`src/rtl/dqs_pkg.sv`:
```
package dqs_pkg;
  localparam int CODE_W = 2;
  localparam int CODES_PER_BYTE = 4;
  typedef logic [CODE_W-1:0] code_t;
endpackage

```
`src/rtl/dqs_capture.sv`:
```
module dqs_capture #(
  parameter int SAMPLE_W = 12,
  parameter int NSAMP    = 8,
  parameter int N_CHAN   = 8,
  localparam int SIDX_W  = $clog2(NSAMP),
  localparam int SUM_W   = SAMPLE_W + SIDX_W,
  localparam int CH_W    = $clog2(N_CHAN)
) (
  input  logic                             clk_i,
  input  logic                             rst_ni,
  input  logic                             valid_i,
  input  logic [SAMPLE_W-1:0]              sample_i,
  input  logic                             chan_first_i,
  input  logic                             evt_first_i,
  output logic                             ld_o,
  output logic [NSAMP-1:0][SAMPLE_W-1:0]   ld_samp_o,
  output logic [SUM_W-1:0]                 ld_sum_o,
  output logic [CH_W-1:0]                  ld_chan_o
);
  logic                           in_blk_q;
  logic [SIDX_W-1:0]              wr_q;
  logic [NSAMP-1:0][SAMPLE_W-1:0] samp_q;
  logic [SUM_W-1:0]               sum_q;
  logic [CH_W-1:0]                blk_chan_q, next_chan_q;
  logic                           last_s;

  assign last_s = valid_i && in_blk_q && !chan_first_i && (wr_q == SIDX_W'(NSAMP-1));

  always_comb begin
    ld_samp_o            = samp_q;
    ld_samp_o[NSAMP-1]   = sample_i;
  end
  assign ld_sum_o  = sum_q + SUM_W'(sample_i);
  assign ld_chan_o = blk_chan_q;
  assign ld_o      = last_s;

  always_ff @(posedge clk_i or negedge rst_ni) begin
    if (!rst_ni) begin
      in_blk_q    <= 1'b0;
      wr_q        <= '0;
      samp_q      <= '0;
      sum_q       <= '0;
      blk_chan_q  <= '0;
      next_chan_q <= '0;
    end else if (valid_i) begin
      if (chan_first_i) begin
        // restart: any open block is dropped, index is not consumed
        samp_q[0]  <= sample_i;
        sum_q      <= SUM_W'(sample_i);
        wr_q       <= SIDX_W'(1);
        in_blk_q   <= 1'b1;
        blk_chan_q <= evt_first_i ? '0 : next_chan_q;
      end else if (in_blk_q) begin
        samp_q[wr_q] <= sample_i;
        sum_q        <= sum_q + SUM_W'(sample_i);
        if (last_s) begin
          in_blk_q    <= 1'b0;
          wr_q        <= '0;
          next_chan_q <= (blk_chan_q == CH_W'(N_CHAN-1)) ? '0 : blk_chan_q + CH_W'(1);
        end else begin
          wr_q <= wr_q + SIDX_W'(1);
        end
      end
    end
  end

  AST_EVT_RESYNC: assert property (@(posedge clk_i) disable iff (!rst_ni)
    valid_i && chan_first_i && evt_first_i |=> blk_chan_q == '0);
  AST_STRAY_DROP: assert property (@(posedge clk_i) disable iff (!rst_ni)
    valid_i && !chan_first_i && !in_blk_q |=> !in_blk_q && $stable(sum_q));
  AST_ABORT_KEEPS_IDX: assert property (@(posedge clk_i) disable iff (!rst_ni)
    valid_i && chan_first_i && !evt_first_i |=> $stable(next_chan_q));
endmodule

```
`src/rtl/dqs_spread.sv`:
```
module dqs_spread #(
  parameter int SAMPLE_W = 12,
  parameter int NSAMP    = 8,
  parameter int N_CHAN   = 8,
  localparam int SIDX_W  = $clog2(NSAMP),
  localparam int SUM_W   = SAMPLE_W + SIDX_W,
  localparam int DEV_W   = 2*SAMPLE_W + SIDX_W,
  localparam int CH_W    = $clog2(N_CHAN)
) (
  input  logic                           clk_i,
  input  logic                           rst_ni,
  input  logic                           ld_i,
  input  logic [NSAMP-1:0][SAMPLE_W-1:0] ld_samp_i,
  input  logic [SUM_W-1:0]               ld_sum_i,
  input  logic [CH_W-1:0]                ld_chan_i,
  output logic                           res_valid_o,
  output logic [DEV_W-1:0]               res_dev_o,
  output logic [CH_W-1:0]                res_chan_o
);
  localparam logic [DEV_W-1:0] SMAX    = DEV_W'((2**SAMPLE_W) - 1);
  localparam logic [DEV_W-1:0] DEV_MAX = SMAX * SMAX * DEV_W'(NSAMP);

  logic [NSAMP-1:0][SAMPLE_W-1:0] smp_q;
  logic [SAMPLE_W-1:0]            mean_q, cur_s, ad_s;
  logic [2*SAMPLE_W-1:0]          sq_s;
  logic [DEV_W-1:0]               acc_q, acc_nx;
  logic [SIDX_W-1:0]              cnt_q;
  logic                           busy_q;
  logic [CH_W-1:0]                chan_q;

  always_comb begin
    cur_s  = smp_q[cnt_q];
    ad_s   = (cur_s >= mean_q) ? cur_s - mean_q : mean_q - cur_s;
    sq_s   = ad_s * ad_s;
    acc_nx = acc_q + DEV_W'(sq_s);
  end

  always_ff @(posedge clk_i or negedge rst_ni) begin
    if (!rst_ni) begin
      smp_q       <= '0;
      mean_q      <= '0;
      acc_q       <= '0;
      cnt_q       <= '0;
      busy_q      <= 1'b0;
      chan_q      <= '0;
      res_valid_o <= 1'b0;
      res_dev_o   <= '0;
      res_chan_o  <= '0;
    end else begin
      res_valid_o <= 1'b0;
      if (busy_q) begin
        acc_q <= acc_nx;
        if (cnt_q == SIDX_W'(NSAMP-1)) begin
          res_valid_o <= 1'b1;
          res_dev_o   <= acc_nx;
          res_chan_o  <= chan_q;
          busy_q      <= 1'b0;
        end else begin
          cnt_q <= cnt_q + SIDX_W'(1);
        end
      end
      // a load may coincide with the final step of the previous block
      if (ld_i) begin
        smp_q  <= ld_samp_i;
        mean_q <= SAMPLE_W'(ld_sum_i >> SIDX_W);
        acc_q  <= '0;
        cnt_q  <= '0;
        busy_q <= 1'b1;
        chan_q <= ld_chan_i;
      end
    end
  end

  AST_NO_OVERRUN: assert property (@(posedge clk_i) disable iff (!rst_ni)
    ld_i |-> (!busy_q || cnt_q == SIDX_W'(NSAMP-1)));
  AST_DEV_BOUND: assert property (@(posedge clk_i) disable iff (!rst_ni)
    res_valid_o |-> res_dev_o <= DEV_MAX);
  AST_RESULT_AFTER_LOAD: assert property (@(posedge clk_i) disable iff (!rst_ni)
    res_valid_o |-> !busy_q || $past(ld_i));
endmodule

```
`src/rtl/dqs_classify.sv`:
```
module dqs_classify
  import dqs_pkg::*;
#(
  parameter int DEV_W  = 27,
  parameter int N_CHAN = 8,
  localparam int N_THR = 3,
  localparam int CH_W  = $clog2(N_CHAN)
) (
  input  logic             clk_i,
  input  logic             rst_ni,
  input  logic             res_valid_i,
  input  logic [DEV_W-1:0] res_dev_i,
  input  logic [CH_W-1:0]  res_chan_i,
  input  logic [DEV_W-1:0] thr_lo_i,
  input  logic [DEV_W-1:0] thr_mid_i,
  input  logic [DEV_W-1:0] thr_hi_i,
  output logic             code_valid_o,
  output code_t            code_o,
  output logic [CH_W-1:0]  code_chan_o
);
  logic [N_THR-1:0][DEV_W-1:0] thr_s;
  logic [N_THR-1:0]            above_s;
  code_t                       code_s;

  assign thr_s = {thr_hi_i, thr_mid_i, thr_lo_i};

  // with ascending thresholds the count of exceeded bounds is the level
  for (genvar j = 0; j < N_THR; j++) begin : g_cmp
    assign above_s[j] = res_dev_i > thr_s[j];
  end

  always_comb begin
    code_s = '0;
    for (int j = 0; j < N_THR; j++) code_s = code_s + code_t'(above_s[j]);
  end

  always_ff @(posedge clk_i or negedge rst_ni) begin
    if (!rst_ni) begin
      code_valid_o <= 1'b0;
      code_o       <= '0;
      code_chan_o  <= '0;
    end else begin
      code_valid_o <= res_valid_i;
      if (res_valid_i) begin
        code_o      <= code_s;
        code_chan_o <= res_chan_i;
      end
    end
  end

  AST_RED_ABOVE_HI: assert property (@(posedge clk_i) disable iff (!rst_ni)
    code_valid_o && code_o == 2'd3 |-> $past(res_dev_i) > $past(thr_hi_i));
  AST_WHITE_AT_LO: assert property (@(posedge clk_i) disable iff (!rst_ni)
    code_valid_o && code_o == 2'd0 |-> $past(res_dev_i) <= $past(thr_lo_i));
endmodule

```
`src/rtl/dqs_packer.sv`:
```
module dqs_packer
  import dqs_pkg::*;
#(
  parameter int N_CHAN      = 8,
  parameter int EVT_PER_PKT = 128,
  localparam int CH_W       = $clog2(N_CHAN),
  localparam int EC_W       = (EVT_PER_PKT > 1) ? $clog2(EVT_PER_PKT) : 1,
  localparam int POS_W      = $clog2(CODES_PER_BYTE)
) (
  input  logic            clk_i,
  input  logic            rst_ni,
  input  logic            code_valid_i,
  input  code_t           code_i,
  input  logic [CH_W-1:0] code_chan_i,
  output logic            byte_valid_o,
  output logic [7:0]      byte_o,
  output logic            pkt_first_o,
  output logic            pkt_last_o
);
  logic [7:0]       acc_q, nb_s;
  logic [POS_W-1:0] pos_s;
  logic [EC_W-1:0]  evt_q;
  logic             evt_end_s, grp_end_s;

  assign pos_s     = code_chan_i[POS_W-1:0];
  assign evt_end_s = code_chan_i == CH_W'(N_CHAN-1);
  assign grp_end_s = pos_s == POS_W'(CODES_PER_BYTE-1);

  always_comb begin
    nb_s = (pos_s == '0) ? 8'h00 : acc_q;
    nb_s[CODE_W*pos_s +: CODE_W] = code_i;
  end

  always_ff @(posedge clk_i or negedge rst_ni) begin
    if (!rst_ni) begin
      acc_q        <= '0;
      evt_q        <= '0;
      byte_valid_o <= 1'b0;
      byte_o       <= '0;
      pkt_first_o  <= 1'b0;
      pkt_last_o   <= 1'b0;
    end else begin
      byte_valid_o <= 1'b0;
      pkt_first_o  <= 1'b0;
      pkt_last_o   <= 1'b0;
      if (code_valid_i) begin
        acc_q <= nb_s;
        if (grp_end_s) begin
          byte_valid_o <= 1'b1;
          byte_o       <= nb_s;
          pkt_first_o  <= (evt_q == '0) && (code_chan_i == CH_W'(CODES_PER_BYTE-1));
          pkt_last_o   <= evt_end_s && (evt_q == EC_W'(EVT_PER_PKT-1));
        end
        if (evt_end_s)
          evt_q <= (evt_q == EC_W'(EVT_PER_PKT-1)) ? '0 : evt_q + EC_W'(1);
      end
    end
  end

  AST_BYTE_FOLLOWS_CODE: assert property (@(posedge clk_i) disable iff (!rst_ni)
    byte_valid_o |-> $past(code_valid_i));
  AST_LAST_FLAG_VALID: assert property (@(posedge clk_i) disable iff (!rst_ni)
    pkt_last_o |-> byte_valid_o);
  AST_FIRST_FLAG_VALID: assert property (@(posedge clk_i) disable iff (!rst_ni)
    pkt_first_o |-> byte_valid_o && !pkt_last_o);
endmodule

```
`src/rtl/dq_image_builder.sv`:
```
module dq_image_builder
  import dqs_pkg::*;
#(
  parameter int SAMPLE_W    = 12,
  parameter int NSAMP       = 8,
  parameter int N_CHAN      = 8,
  parameter int EVT_PER_PKT = 128,
  localparam int SIDX_W     = $clog2(NSAMP),
  localparam int SUM_W      = SAMPLE_W + SIDX_W,
  localparam int DEV_W      = 2*SAMPLE_W + SIDX_W,
  localparam int CH_W       = $clog2(N_CHAN)
) (
  input  logic                clk_i,
  input  logic                rst_ni,
  input  logic                valid_i,
  input  logic [SAMPLE_W-1:0] sample_i,
  input  logic                chan_first_i,
  input  logic                evt_first_i,
  input  logic [DEV_W-1:0]    thr_lo_i,
  input  logic [DEV_W-1:0]    thr_mid_i,
  input  logic [DEV_W-1:0]    thr_hi_i,
  output logic                byte_valid_o,
  output logic [7:0]          byte_o,
  output logic                pkt_first_o,
  output logic                pkt_last_o
);
  logic                           ld_s;
  logic [NSAMP-1:0][SAMPLE_W-1:0] ld_samp_s;
  logic [SUM_W-1:0]               ld_sum_s;
  logic [CH_W-1:0]                ld_chan_s;
  logic                           res_valid_s;
  logic [DEV_W-1:0]               res_dev_s;
  logic [CH_W-1:0]                res_chan_s;
  logic                           code_valid_s;
  code_t                          code_s;
  logic [CH_W-1:0]                code_chan_s;

  dqs_capture #(.SAMPLE_W(SAMPLE_W), .NSAMP(NSAMP), .N_CHAN(N_CHAN)) u_capture (
    .clk_i, .rst_ni, .valid_i, .sample_i, .chan_first_i, .evt_first_i,
    .ld_o(ld_s), .ld_samp_o(ld_samp_s), .ld_sum_o(ld_sum_s), .ld_chan_o(ld_chan_s)
  );

  dqs_spread #(.SAMPLE_W(SAMPLE_W), .NSAMP(NSAMP), .N_CHAN(N_CHAN)) u_spread (
    .clk_i, .rst_ni, .ld_i(ld_s), .ld_samp_i(ld_samp_s), .ld_sum_i(ld_sum_s),
    .ld_chan_i(ld_chan_s), .res_valid_o(res_valid_s), .res_dev_o(res_dev_s),
    .res_chan_o(res_chan_s)
  );

  dqs_classify #(.DEV_W(DEV_W), .N_CHAN(N_CHAN)) u_classify (
    .clk_i, .rst_ni, .res_valid_i(res_valid_s), .res_dev_i(res_dev_s),
    .res_chan_i(res_chan_s), .thr_lo_i, .thr_mid_i, .thr_hi_i,
    .code_valid_o(code_valid_s), .code_o(code_s), .code_chan_o(code_chan_s)
  );

  dqs_packer #(.N_CHAN(N_CHAN), .EVT_PER_PKT(EVT_PER_PKT)) u_packer (
    .clk_i, .rst_ni, .code_valid_i(code_valid_s), .code_i(code_s),
    .code_chan_i(code_chan_s), .byte_valid_o, .byte_o, .pkt_first_o, .pkt_last_o
  );
endmodule

```
`config.mk`:
```
export PLATFORM = sky130hd
export DESIGN_NAME = dq_image_builder
export DESIGN_NICKNAME = d
export VERILOG_FILES = /design/src/rtl/dqs_pkg.sv /design/src/rtl/dqs_capture.sv /design/src/rtl/dqs_spread.sv /design/src/rtl/dqs_classify.sv /design/src/rtl/dqs_packer.sv /design/src/rtl/dq_image_builder.sv
export SDC_FILE = /design/constraint.sdc
export NUM_CORES = 1
export LEC_CHECK = 0
export BUFFER_PORTS_ARGS = -buffer_cell sky130_fd_sc_hd__buf_2
export CORE_MARGIN = 2
export CORE_UTILIZATION = 63
export DETAILED_ROUTE_END_ITERATION = 10
export GPL_ROUTABILITY_DRIVEN = 0
export HOLD_SLACK_MARGIN = 0.02
export PLACE_DENSITY_LB_ADDON = 0.3
export SKIP_LAST_GASP = 1
export SLEW_MARGIN = 20
export SYNTH_ARGS = -nofsm -noshare
export SYNTH_HDL_FRONTEND = slang
export SYNTH_SLANG_ARGS = --single-unit
```
`constraint.sdc`:
```
create_clock -name clk_i -period 11.5 [get_ports clk_i]
set_clock_uncertainty 0.05 [all_clocks]
set_input_delay 1.15 -clock clk_i [delete_from_list [all_inputs] [get_ports clk_i]]
set_output_delay 1.15 -clock clk_i [all_outputs]
set_load 0.02 [all_outputs]
```
* Yosys cells after proc, flatten, opt, wreduce, memory -nomap -nowiden *
Cells that the tools add are included.

word-level totals
  bits in writable memories = 0
  bits in read-only memories = 0
  output and inout port bits = 11
  bits in latches = 0
  memories = 0
  input bits = 98
  register bits after elaboration = 326
  word-level logic and storage cells = 124

operators by class
  $add $sub $neg = 11
  order comparisons = 7
  eq/ne operators = 8
  mux-type cells = 37
  multipliers = 1
  divide/modulo/power cells = 0
  reduce and logical (&&, ||, !) cells = 19
  bitwise operators = 1
  shift-type cells = 2

operators by type and width
  kind                                                                          number
  96-bit bitwise mux                                                            1
  27-bit greater-than comparator                                                3
  12-bit 2-to-1 mux                                                             5
  27-bit 2-to-1 mux                                                             2
  12-bit binary-select mux with 3-bit select                                    1
  12-bit demux with 3-bit select                                                1
  3-bit negator with 34-bit output                                              1
  2-bit by 34-bit variable shift with 8-bit output, first input constant        1
  2-bit by 34-bit variable part select with 8-bit output                        1
  15-bit 2-to-1 mux                                                             2
  27-bit by 24-bit adder with 27-bit output                                     1
  12-bit by 12-bit multiplier with 24-bit output                                1
  3-bit 2-to-1 mux                                                              8
  12-bit subtractor                                                             2
  15-bit by 12-bit adder with 15-bit output                                     1
  1-bit 2-to-1 mux                                                              14
  3-bit equality test, second input constant                                    4
  12-bit >= comparator                                                          1
  2-bit AND reduction                                                           6
  3-bit by 1-bit adder with 3-bit output, second input constant                 3
  8-bit bitwise mux                                                             1
  3-bit by 4-bit less-than comparator with 1-bit output, second input constant  2
  8-bit 2-to-1 mux                                                              1
  7-bit by 1-bit adder with 7-bit output, second input constant                 1
  other kinds (16)                                                              22

* Longest topological paths before layout *
Gate-level depths: netlist of the first run.

  depth after elaboration = 8
  mapped depth = 37
  depth with buffers taken out = 34

* Modules after synthesis *
Synthesis of the first run repeated with hierarchy kept, for this count alone.

second synthesis, totals
  cell total of the unflattened synthesis = 1971
  area, all modules = 21454.3 um2

modules (own cells, without submodules)
  module        cells each  area an instance (um2)  times used  sequential area each (um2)
  dqs_spread    1176        13057.5                 1           4329.2
  dqs_capture   386         4984.8                  1           2727.6
  dqs_classify  295         2249.7                  1           150.1
  dqs_packer    114         1162.4                  1           600.6

* Least setup slack after synthesis of the first run *
Ideal clock, no wire load.

  path kind = flip-flop to flip-flop
  start = register u_spread.cnt_q[0]
  end = register u_spread.acc_q[25]
  setup time = 120 ps
  required time = 11330 ps
  path slack = 2578 ps
  period minus slack after synthesis = 8922 ps
  cell stages (with the launch flop) = 34
  data arrival time = 8752 ps
  path buffers = 2
  cells stage by stage = dfrtp_1 > clkbuf_1 > buf_1 > mux4_2 > mux2i_1 > inv_1 > fa_1 > nand3_1 > a311oi_2 > a2111o_1 > a211oi_1 > a21oi_1 > o2bb2ai_4 > xor2_4 > nand2b_1 > fa_1 > inv_1 > fa_1 > inv_1 > fa_1 > inv_1 > fa_1 > inv_1 > fa_1 > inv_1 > ha_1 > a211oi_1 > o211ai_1 > a31o_2 > a21oi_1 > o221ai_1 > a211oi_2 > mux2i_1 > nor2_1

on the way
  word-level cells in the longest chain between the ends = 8
  elaborated cells on any way between the ends = 10
  classes of those cells = 3 x add/sub; 1 x mul; 1 x order compare; 5 x mux

ends and longest elaborated chain
  what                                                       line              source
  start, declared                                            dqs_spread.sv:27  logic [SIDX_W-1:0] cnt_q;
  start signal, assigned                                     dqs_spread.sv:59  cnt_q <= cnt_q + SIDX_W'(1);
  12-bit binary-select mux with 3-bit select *               dqs_spread.sv:32  cur_s = smp_q[cnt_q];
  12-bit 2-to-1 mux (not written as such) *                  dqs_spread.sv:32
  12-bit subtractor or 12-bit >= comparator (tied branches)  dqs_spread.sv:33  ad_s = (cur_s >= mean_q) ? cur_s - mean_q : mean_q - cur_s;
  12-bit 2-to-1 mux *                                        dqs_spread.sv:33
  12-bit by 12-bit multiplier with 24-bit output *           dqs_spread.sv:34  sq_s = ad_s * ad_s;
  27-bit by 24-bit adder with 27-bit output *                dqs_spread.sv:35  acc_nx = acc_q + DEV_W'(sq_s);
  27-bit 2-to-1 mux *                                        dqs_spread.sv:51  if (busy_q) begin
  27-bit 2-to-1 mux *                                        dqs_spread.sv:63  if (ld_i) begin
  end signal, assigned                                       dqs_spread.sv:52  acc_q <= acc_nx;
  end, declared                                              dqs_spread.sv:26  logic [DEV_W-1:0] acc_q, acc_nx;

Mark *: on every way between the ends. The rest lies on a longest branch, timed or not. The select of a mux whose other input is x is not followed.
A chain may end at the register's enable or synchronous reset.

* Final worst setup path of the first run *
Ends and elaborated chain as after synthesis.

==> impl_metrics.tcl, run 1 <==
set metrics [dict create \
    start_util 0.6389 \
    use_met2 0.4827 \
    slew_viol_final 0 \
    crit_type "reg -> reg" \
    clkTransAtPathRegs_ns 0.06 \
    grt_usage 0.2760 \
    via_per_inst 5.676 \
    die_h_um 188.4 \
    ant_nets 0 \
    hp-start "u_capture.ld_samp_o[15]" \
    synthCells 2210 \
    cts_resized 0 \
    cp-startpoint "u_spread.cnt_q[0]" \
    netlist_area_sq_um 21420 \
    period_minus_slack_ns 9.861 \
    finalCritPeriodShare 0.8575 \
    synthTopCellsByCount "nand2_1, dfrtp_1, inv_1" \
    drt_iter0_drc 933 \
    clockBufferDepth 3 \
    max_freq_mhz 101.4 \
    mappedNetlistNets 2608 \
    ctsHoldBuffers 0 \
    synth.avg_cell_area_sq_um 9.694 \
    fin_tns_setup_ns 0 \
    cp.arrival_ns 10.28 \
    timing.critical_path.slowest_stage_cell "dfrtp_2" \
    hpwl_mm 34.95 \
    yosys.area.top_type "dfrtp_1" \
    grt_pass1_wl_mm 79.38 \
    synth_edf_count 0 \
    antennaDiodeCount 0 \
    grt_overflow 0 \
    regArea_sq_um 7810 \
    cts_setup_buffers 0 \
    drc 0 \
    fill_cells 2512 \
    core_sq_um 33530 \
    tightest_slew_ns 1.098 \
    worstPathRequired_ns 11.92 \
    ys_ff_latch 312 \
    cts-htree-levels 1 \
    slowest_delay_ns 0.93 \
    setup_viol 0 \
    gr-usage-met3 0.03353 \
    async_reset_ff_frac 1.000 \
    multi_input_area_sq_um 12150 \
    antenna_found_initial 2 \
    finalHoldViolations 0 \
    final_nets 2677 \
    grt_max_degree 100 \
    tritoncts "done" \
    rsz0062_at_grt "no" \
    drt-total-wl_mm 47.84 \
    cts_root_buf "clkbuf_16" \
    synthDistinctLibCells 82 \
    clock_latency_ns 0.59 \
    hold_class "reg -> reg" \
    die_w_um 188.4 \
    status "completed" \
    use_met1 0.3487 \
    drtPass1Iterations 5 \
    busiest_layer "met2" \
    syn2layout_area_growth_pct 8.831 \
    reg2reg_slack_ns 1.64 \
    synth.area.top_cells "dfrtp_1, ha_1, fa_1" \
    yosysWarnings 0 \
    slew_headroom 0.2672 \
    synthDominantCellAreaShare 0.3644 \
    drive_gt1_frac 0.1496 \
    clock_sinks 312 \
    port_buffers 108 \
    critPathMaxFanout 26 \
    numCtsBuffers 31 \
    dieArea_sq_um 35500 \
    start_kind "flip-flop" \
    dr_total_vias 15600 \
    synth_most_common_cell "nand2_1" \
    rr_startpoint "u_spread.cnt_q[0]" \
    io_pins 109 \
    rows 67 \
    post_drt_wl_per_cell_um 17.41 \
    worstSetupEndpointType "flip-flop" \
    grt_pass1_vias 16240 \
    yosysSeqAreaShare 0.3644 \
    cap_violations 0 \
    ys.flop_type "dfrtp_1" \
]
[layout make-up]
type,instances,share of cell area
Sequential cell,312,0.3350
Tap cell,448,0.02404
Clock inverter,8,0.003810
Multi-Input combinational cell,1509,0.5212
Timing Repair Buffer,120,0.02764
Clock buffer,46,0.03912
Inverter,305,0.04921
[per-layer routing]
layer | share of wire | vias up | routed length (um)
li1 | - | 7399 | -
met1 | 0.41 | 7618 | 19600
met2 | 0.50 | 451 | 23720
met5 | 0.00056 | - | 27
met3 | 0.052 | 126 | 2506
met4 | 0.041 | 4 | 1979
[registers in the layout, indices dropped and copies added (netlist names), 7 cells and up]
signal               cells
u_spread.smp_q          96
u_spread.mean_q         12
u_packer.byte_o          8
u_spread.acc_q          27
u_capture.sum_q         15
u_packer.evt_q           7
u_spread.res_dev_o      27
u_capture.ld_samp_o     84
[worst max-delay path, delay by kind of cell, from the launching register on]
family	cells	cell delay [ns]
AOI/OAI and AO/OA	8	2.40
muxes	4	1.44
adders and majority gates	7	3.25
buffers and inverters	7	0.64
xor gates and xnor gates	1	0.57
and+or+nand+nor	3	0.42
DFF	1	0.93
[metrics by stage]
stage / area [sq um] / worst slack, ns / cells / hold WS, ns / util
after global placement: 22290 / 1.809 / 2694 / 0.3915 / 0.6647
final: 23310 / 1.639 / 2748 / 0.4075 / 0.6953
after floorplan: 21420 / 2.578 / 2210 / 0.3019 / -
after CTS: 23290 / 1.413 / 2748 / 0.4115 / 0.6946
after detailed placement: 22290 / 1.436 / 2694 / 0.3962 / 0.6647
after global routing: 23310 / 1.011 / 2748 / 0.4280 / 0.6953
[kinds of logic after synthesis]
logic type | count (synthesis) | synth area share
buffers and inverters | 389 | 0.07096
AND/OR/NAND/NOR | 680 | 0.1381
flip-flops | 312 | 0.3644
AO/OA/AOI/OAI | 300 | 0.08883
adder cells (fa/ha/maj) | 300 | 0.2113
multiplexers | 174 | 0.1019
XOR/XNOR | 55 | 0.02441
[worst paths after layout]
kind,cells after the start,to
worst max-delay path,30,u_spread.acc_q[25]
min in group asynchronous,1,u_spread.smp_q[71]
worst max register to register,30,u_spread.acc_q[25]
worst min register to register,2,u_spread.smp_q[15]
worst min-delay path,2,u_spread.smp_q[15]
max in group asynchronous,3,u_spread.smp_q[4]
[cell usage in the layout, fill, tap and decap left out, types with 11 or more instances in the layout]
cell type / netlist / final
a21o_1: 30 / 30
inv_1: 297 / 297
a211oi_1: 12 / 12
xnor2_1: 29 / 29
clkbuf_16: 0 / 31
nor2_1: 98 / 98
o21ai_0: 98 / 97
a21oi_1: 78 / 78
mux2i_1: 37 / 37
mux4_2: 24 / 24
ha_1: 197 / 197
buf_2: 10 / 107
nor3_1: 14 / 14
dfrtp_1: 312 / 310
fa_1: 103 / 103
buf_4: 6 / 11
nor2b_1: 17 / 17
nand4_1: 24 / 24
nand3_1: 27 / 27
nand2b_1: 26 / 26
nand2_1: 416 / 415
xor2_1: 22 / 22
mux2_2: 113 / 113
Power of run 1 is left out: the tool's default activity adds up to more than one toggle a clock period on the data nets, which glitch-free logic cannot reach.
==> run 2: changes to the inputs <==
--- a/config.mk
+++ b/config.mk
@@ -10,6 +10,7 @@
 export CORE_UTILIZATION = 63
 export DETAILED_ROUTE_END_ITERATION = 10
 export GPL_ROUTABILITY_DRIVEN = 0
+export GPL_TIMING_DRIVEN = 0
 export HOLD_SLACK_MARGIN = 0.02
 export PLACE_DENSITY_LB_ADDON = 0.3
 export SKIP_LAST_GASP = 1
==> impl_metrics.tcl, run 2 (synthesis gave the netlist of run 1 again) <==
set metrics [dict create \
    hpwl_mm 39.20 \
    finalCritPeriodShare 0.9154 \
    r2r_end "u_spread.acc_q[25]" \
    die_h_um 188.4 \
    drt-total-wl_mm 52.27 \
    syn2layout_area_growth_pct 10.73 \
    dieArea_sq_um 35500 \
    cap_violations 0 \
    finalHoldViolations 0 \
    fill_cells 2463 \
    clock_latency_ns 0.54 \
    slew_headroom 0.3883 \
    dr_total_vias 16260 \
    regMostFlops "u_spread.smp_q" \
    rr_startpoint "u_spread.cnt_q[0]" \
    cts_root_buf "clkbuf_16" \
    via_per_inst 5.752 \
    die_w_um 188.4 \
    cp.arrival_ns 10.90 \
    core_sq_um 33530 \
    reg2reg_slack_ns 0.97 \
    cts_setup_buffers 0 \
    worstSetupEndpointType "flip-flop" \
    final_common_cell "nand2_1" \
    clock_sinks 312 \
    clockBufferDepth 3 \
    hold_class "reg -> reg" \
    layout_common_cells "nand2_1, dfrtp_1, inv_1" \
    max_freq_mhz 94.99 \
    drive_gt1_frac 0.1480 \
    ff2ff_path_depth 32 \
    postLayoutCellArea_sq_um 23720 \
    period_minus_slack_ns 10.53 \
    crit_end "u_spread.acc_q[25]" \
    grt_overflow 0 \
    slowest_delay_ns 0.75 \
    ctsHoldBuffers 0 \
    start_kind "flip-flop" \
    crit_type "reg -> reg" \
    numCtsBuffers 34 \
    status "completed" \
    placed_area_sq_um 22610 \
    largest_reg_flops 96 \
    grt_usage 0.3045 \
    multi_input_area_sq_um 12100 \
    final_nets 2754 \
    antennaDiodeCount 0 \
    slew_viol_final 0 \
    cts_resized 0 \
    antenna_found_initial 0 \
    grt_max_degree 103 \
    cp-startpoint "u_spread.cnt_q[0]" \
    rsz0062_at_grt "no" \
    timing.critical_path.slowest_stage_cell "buf_1" \
    start_util 0.6389 \
    io_pins 109 \
    clkTransAtPathRegs_ns 0.06 \
    cts-htree-levels 2 \
    critPathMaxFanout 10 \
    worstPathRequired_ns 11.87 \
    grt_pass1_vias 17030 \
    port_buffers 107 \
    fin_tns_setup_ns 0 \
    setup_viol 0 \
    drc 0 \
    drtPass1Iterations 5 \
    regArea_sq_um 7807 \
    tightest_slew_ns 0.9176 \
    post_drt_wl_per_cell_um 18.49 \
    tritoncts "done" \
    ant_nets 0 \
    drt_iter0_drc 1055 \
    grt_pass1_wl_mm 85.97 \
    rows 67 \
]
-- run 2: changes by cell type in the layout (fill, tap and decap cells not counted), moves of 3 or more --
| cell | delta |
|---|---|
| buf_4 | -5 |
| buf_1 | +12 |
| clkbuf_1 | +52 |
| buf_2 | +9 |
| buf_16 | +3 |
| clkbuf_16 | +3 |
-- run 2: final cells by class --
class / instances / area share
Buffer: 84 / 0.01572
Clock buffer: 47 / 0.04088
Clock inverter: 12 / 0.005960
Inverter: 305 / 0.04836
Multi-Input combinational cell: 1509 / 0.5099
Sequential cell: 312 / 0.3291
Tap cell: 448 / 0.02363
Timing Repair Buffer: 110 / 0.02648
-- run 2: worst max-delay path: cells and delay by family (launching register included) --
kind / cells / cell delay (ns)
fa+ha+maj: 7 / 3.32
compound gates: 8 / 2.16
buf+inv: 9 / 1.92
mux: 4 / 1.53
simple gates: 3 / 0.43
flops: 1 / 0.35
xor+xnor: 1 / 0.64
-- run 2: worst min path at each step --
stage	startpoint	to	slack, ns	depth (start not counted)
2_1_floorplan	u_spread.res_valid_o	u_classify.code_valid_o	0.30	0
5_1_grt	u_spread.res_valid_o	u_classify.code_valid_o	0.35	0
6_report	u_spread.res_valid_o	u_classify.code_valid_o	0.33	0
4_1_cts	u_spread.res_valid_o	u_classify.code_valid_o	0.34	0
3_5_place_dp	u_spread.res_valid_o	u_classify.code_valid_o	0.32	0
3_3_place_gp	u_spread.res_valid_o	u_classify.code_valid_o	0.31	0
-- run 2: layer usage --
layer / routed length, um / global-route usage
met1: 20520 / 0.3800
met2: 25210 / 0.5175
met3: 3483 / 0.04507
met4: 3054 / 0.1590
met5: 0 / 0
-- run 2: stage by stage --
| step | hold WS (ns) | utilization | setup slack (ns) | cells |
|---|---|---|---|---|
| 2_1_floorplan | 0.3019 | - | 2.578 | 2210 |
| 3_3_place_gp | 0.3140 | 0.6716 | 1.085 | 2765 |
| 3_5_place_dp | 0.3221 | 0.6743 | 1.045 | 2768 |
| 4_1_cts | 0.3360 | 0.7075 | 0.9507 | 2827 |
| 5_1_grt | 0.3472 | 0.7075 | 0.2780 | 2827 |
| 6_report | 0.3343 | 0.7075 | 0.9727 | 2827 |
Power of run 2 is left out for the same reason.
==> run 3: changes to the inputs <==
--- a/config.mk
+++ b/config.mk
@@ -6,6 +6,7 @@
 export NUM_CORES = 1
 export LEC_CHECK = 0
 export BUFFER_PORTS_ARGS = -buffer_cell sky130_fd_sc_hd__buf_2
+export CAP_MARGIN = 20
 export CORE_MARGIN = 2
 export CORE_UTILIZATION = 63
 export DETAILED_ROUTE_END_ITERATION = 10
@@ -17,4 +18,5 @@
 export SLEW_MARGIN = 20
 export SYNTH_ARGS = -nofsm -noshare
 export SYNTH_HDL_FRONTEND = slang
+export SYNTH_HIERARCHICAL = 1
 export SYNTH_SLANG_ARGS = --single-unit
==> impl_metrics.tcl, run 3 <==
set metrics [dict create \
    status "completed" \
    cts_root_buf "clkbuf_16" \
    crit_type "reg -> reg" \
    yosysSeqAreaShare 0.3639 \
    hpwl_mm 38.23 \
    async_reset_ff_frac 1.000 \
    start_util 0.6398 \
    grt_overflow 0 \
    io_pins 109 \
    clock_latency_ns 0.58 \
    yosysWarnings 6 \
    hold_class "reg -> reg" \
    cp.arrival_ns 11.27 \
    dp_cells 2530 \
    cap_violations 0 \
    synth_edf_count 0 \
    final_cell_count_no_fill 2588 \
    max_freq_mhz 91.75 \
    pre_cts_ws_ns 0.8305 \
    cts_setup_buffers 0 \
    yosys.area.top_type "dfrtp_1" \
    mappedNetlistNets 2366 \
    grt_usage 0.2892 \
    synthTopCellsByCount "dfrtp_1, inv_1, mux2_2" \
    core_sq_um 33530 \
    rsz0062_at_grt "no" \
    worstPathRequired_ns 11.87 \
    ant_nets 0 \
    largest_reg_flops 96 \
    via_per_inst 5.889 \
    drc 0 \
    drt-total-wl_mm 50.99 \
    reg2reg_slack_ns 0.60 \
    netlist_area_sq_um 21450 \
    final_common_cell "dfrtp_1" \
    grt_pass1_vias 15860 \
    finalHoldViolations 0 \
    tightest_slew_ns 1.031 \
    antennaDiodeCount 0 \
    antenna_found_initial 1 \
    layout_common_cells "dfrtp_1, inv_1, mux2_2" \
    dr_total_vias 15240 \
    ys.flop_type "dfrtp_1" \
    synthDistinctLibCells 79 \
    cts-htree-levels 1 \
    fin_tns_setup_ns 0 \
    clkTransAtPathRegs_ns 0.06 \
    numCtsBuffers 31 \
    synthDominantCellAreaShare 0.3639 \
    finalCritPeriodShare 0.9478 \
    clockBufferDepth 3 \
    period_minus_slack_ns 10.90 \
    synth.area.top_cells "dfrtp_1, mux2_2, ha_1" \
    cts_resized 0 \
    drive_gt1_frac 0.2234 \
    regArea_sq_um 7807 \
    port_buffers 108 \
    setup_viol 0 \
    start_kind "flip-flop" \
    syn2layout_area_growth_pct 10.88 \
    synth_most_common_cell "dfrtp_1" \
    ys_ff_latch 312 \
    rows 67 \
    slowest_delay_ns 0.83 \
    setup_slack_ns 0.6003 \
    ctsHoldBuffers 0 \
    grt_max_degree 98 \
    worstSetupEndpointType "flip-flop" \
    synth.avg_cell_area_sq_um 10.88 \
    timing.critical_path.slowest_stage_cell "buf_1" \
    post_drt_wl_per_cell_um 19.70 \
    slew_headroom 0.3130 \
    die_h_um 188.5 \
    fill_cells 2350 \
    hold_ws_ns 0.4257 \
    clock_sinks 312 \
    tritoncts "done" \
    synthCells 1971 \
    grt_pass1_wl_mm 82.14 \
    die_w_um 188.5 \
    final_nets 2510 \
    multi_input_area_sq_um 12150 \
    drt_iter0_drc 865 \
    critPathMaxFanout 10 \
    regMostFlops "u_spread/smp_q" \
    dieArea_sq_um 35550 \
    drtPass1Iterations 7 \
    slew_viol_final 0 \
]
-- run 3: cell count changes after synthesis, moves of 9 or more --
cell	change
o21ai_0	-31
mux2i_1	+11
mux2_2	+106
buf_4	+9
clkbuf_1	-19
nand2_1	-301
nor2_1	+10
nand3_1	-13
-- run 3: kinds of logic after synthesis --
group                      count (synthesis)  share of synthesized area
AOI/OAI and AO/OA                        273                    0.08293
xor gates and xnor gates                  55                    0.02560
adders and majority gates                297                     0.2092
buffers and inverters                    371                    0.06975
DFF                                      312                     0.3639
muxes                                    294                     0.1645
and+or+nand+nor                          369                    0.08410
-- run 3: final timing paths --
kind	endpoint	depth (start not counted)	startpoint
hold reg to reg	u_packer/byte_o[3]	2	u_packer/byte_o[3]
max in group asynchronous	u_capture/ld_samp_o[74]	3	rst_ni
setup / recovery	u_spread/acc_q[26]	32	u_spread/cnt_q[0]
setup reg to reg	u_spread/acc_q[26]	32	u_spread/cnt_q[0]
min in group asynchronous	u_spread/acc_q[20]	1	rst_ni
hold / removal	u_packer/byte_o[3]	2	u_packer/byte_o[3]
-- run 3: layer usage --
metal | up-vias | track usage | wire length [um]
met1 | 7586 | 0.3720 | 21110
met3 | 145 | 0.03315 | 2617
li1 | 6987 | - | -
met2 | 522 | 0.5058 | 25200
met4 | 0 | 0.1079 | 2063
met5 | - | 0 | 0
-- run 3: layout make-up --
| type | instances | share of cell area |
|---|---|---|
| buffer | 71 | 0.01557 |
| clock buffer | 40 | 0.03656 |
| clock inverter | 18 | 0.01136 |
| inverter | 300 | 0.04734 |
| multi-input combinational | 1288 | 0.5108 |
| sequential | 312 | 0.3282 |
| tap | 448 | 0.02356 |
| timing repair buffer | 111 | 0.02661 |
-- run 3: worst max-delay path, delay by kind of cell, from the launching register on --
| family | cells | cell delay [ns] |
|---|---|---|
| compound gates | 5 | 1.80 |
| xor+xnor | 2 | 0.92 |
| fa+ha+maj | 7 | 3.23 |
| buf+inv | 9 | 2.36 |
| flops | 1 | 0.35 |
| mux | 3 | 1.19 |
| simple gates | 6 | 0.85 |
-- run 3: stage by stage --
step,cell area [sq um],util
CTS,23790,0.7094
finish,23790,0.7094
floorplan,21450,-
detailed placement,22650,0.6754
global route,23790,0.7094
global placement,22560,0.6726
Power of run 3 is left out for the same reason.
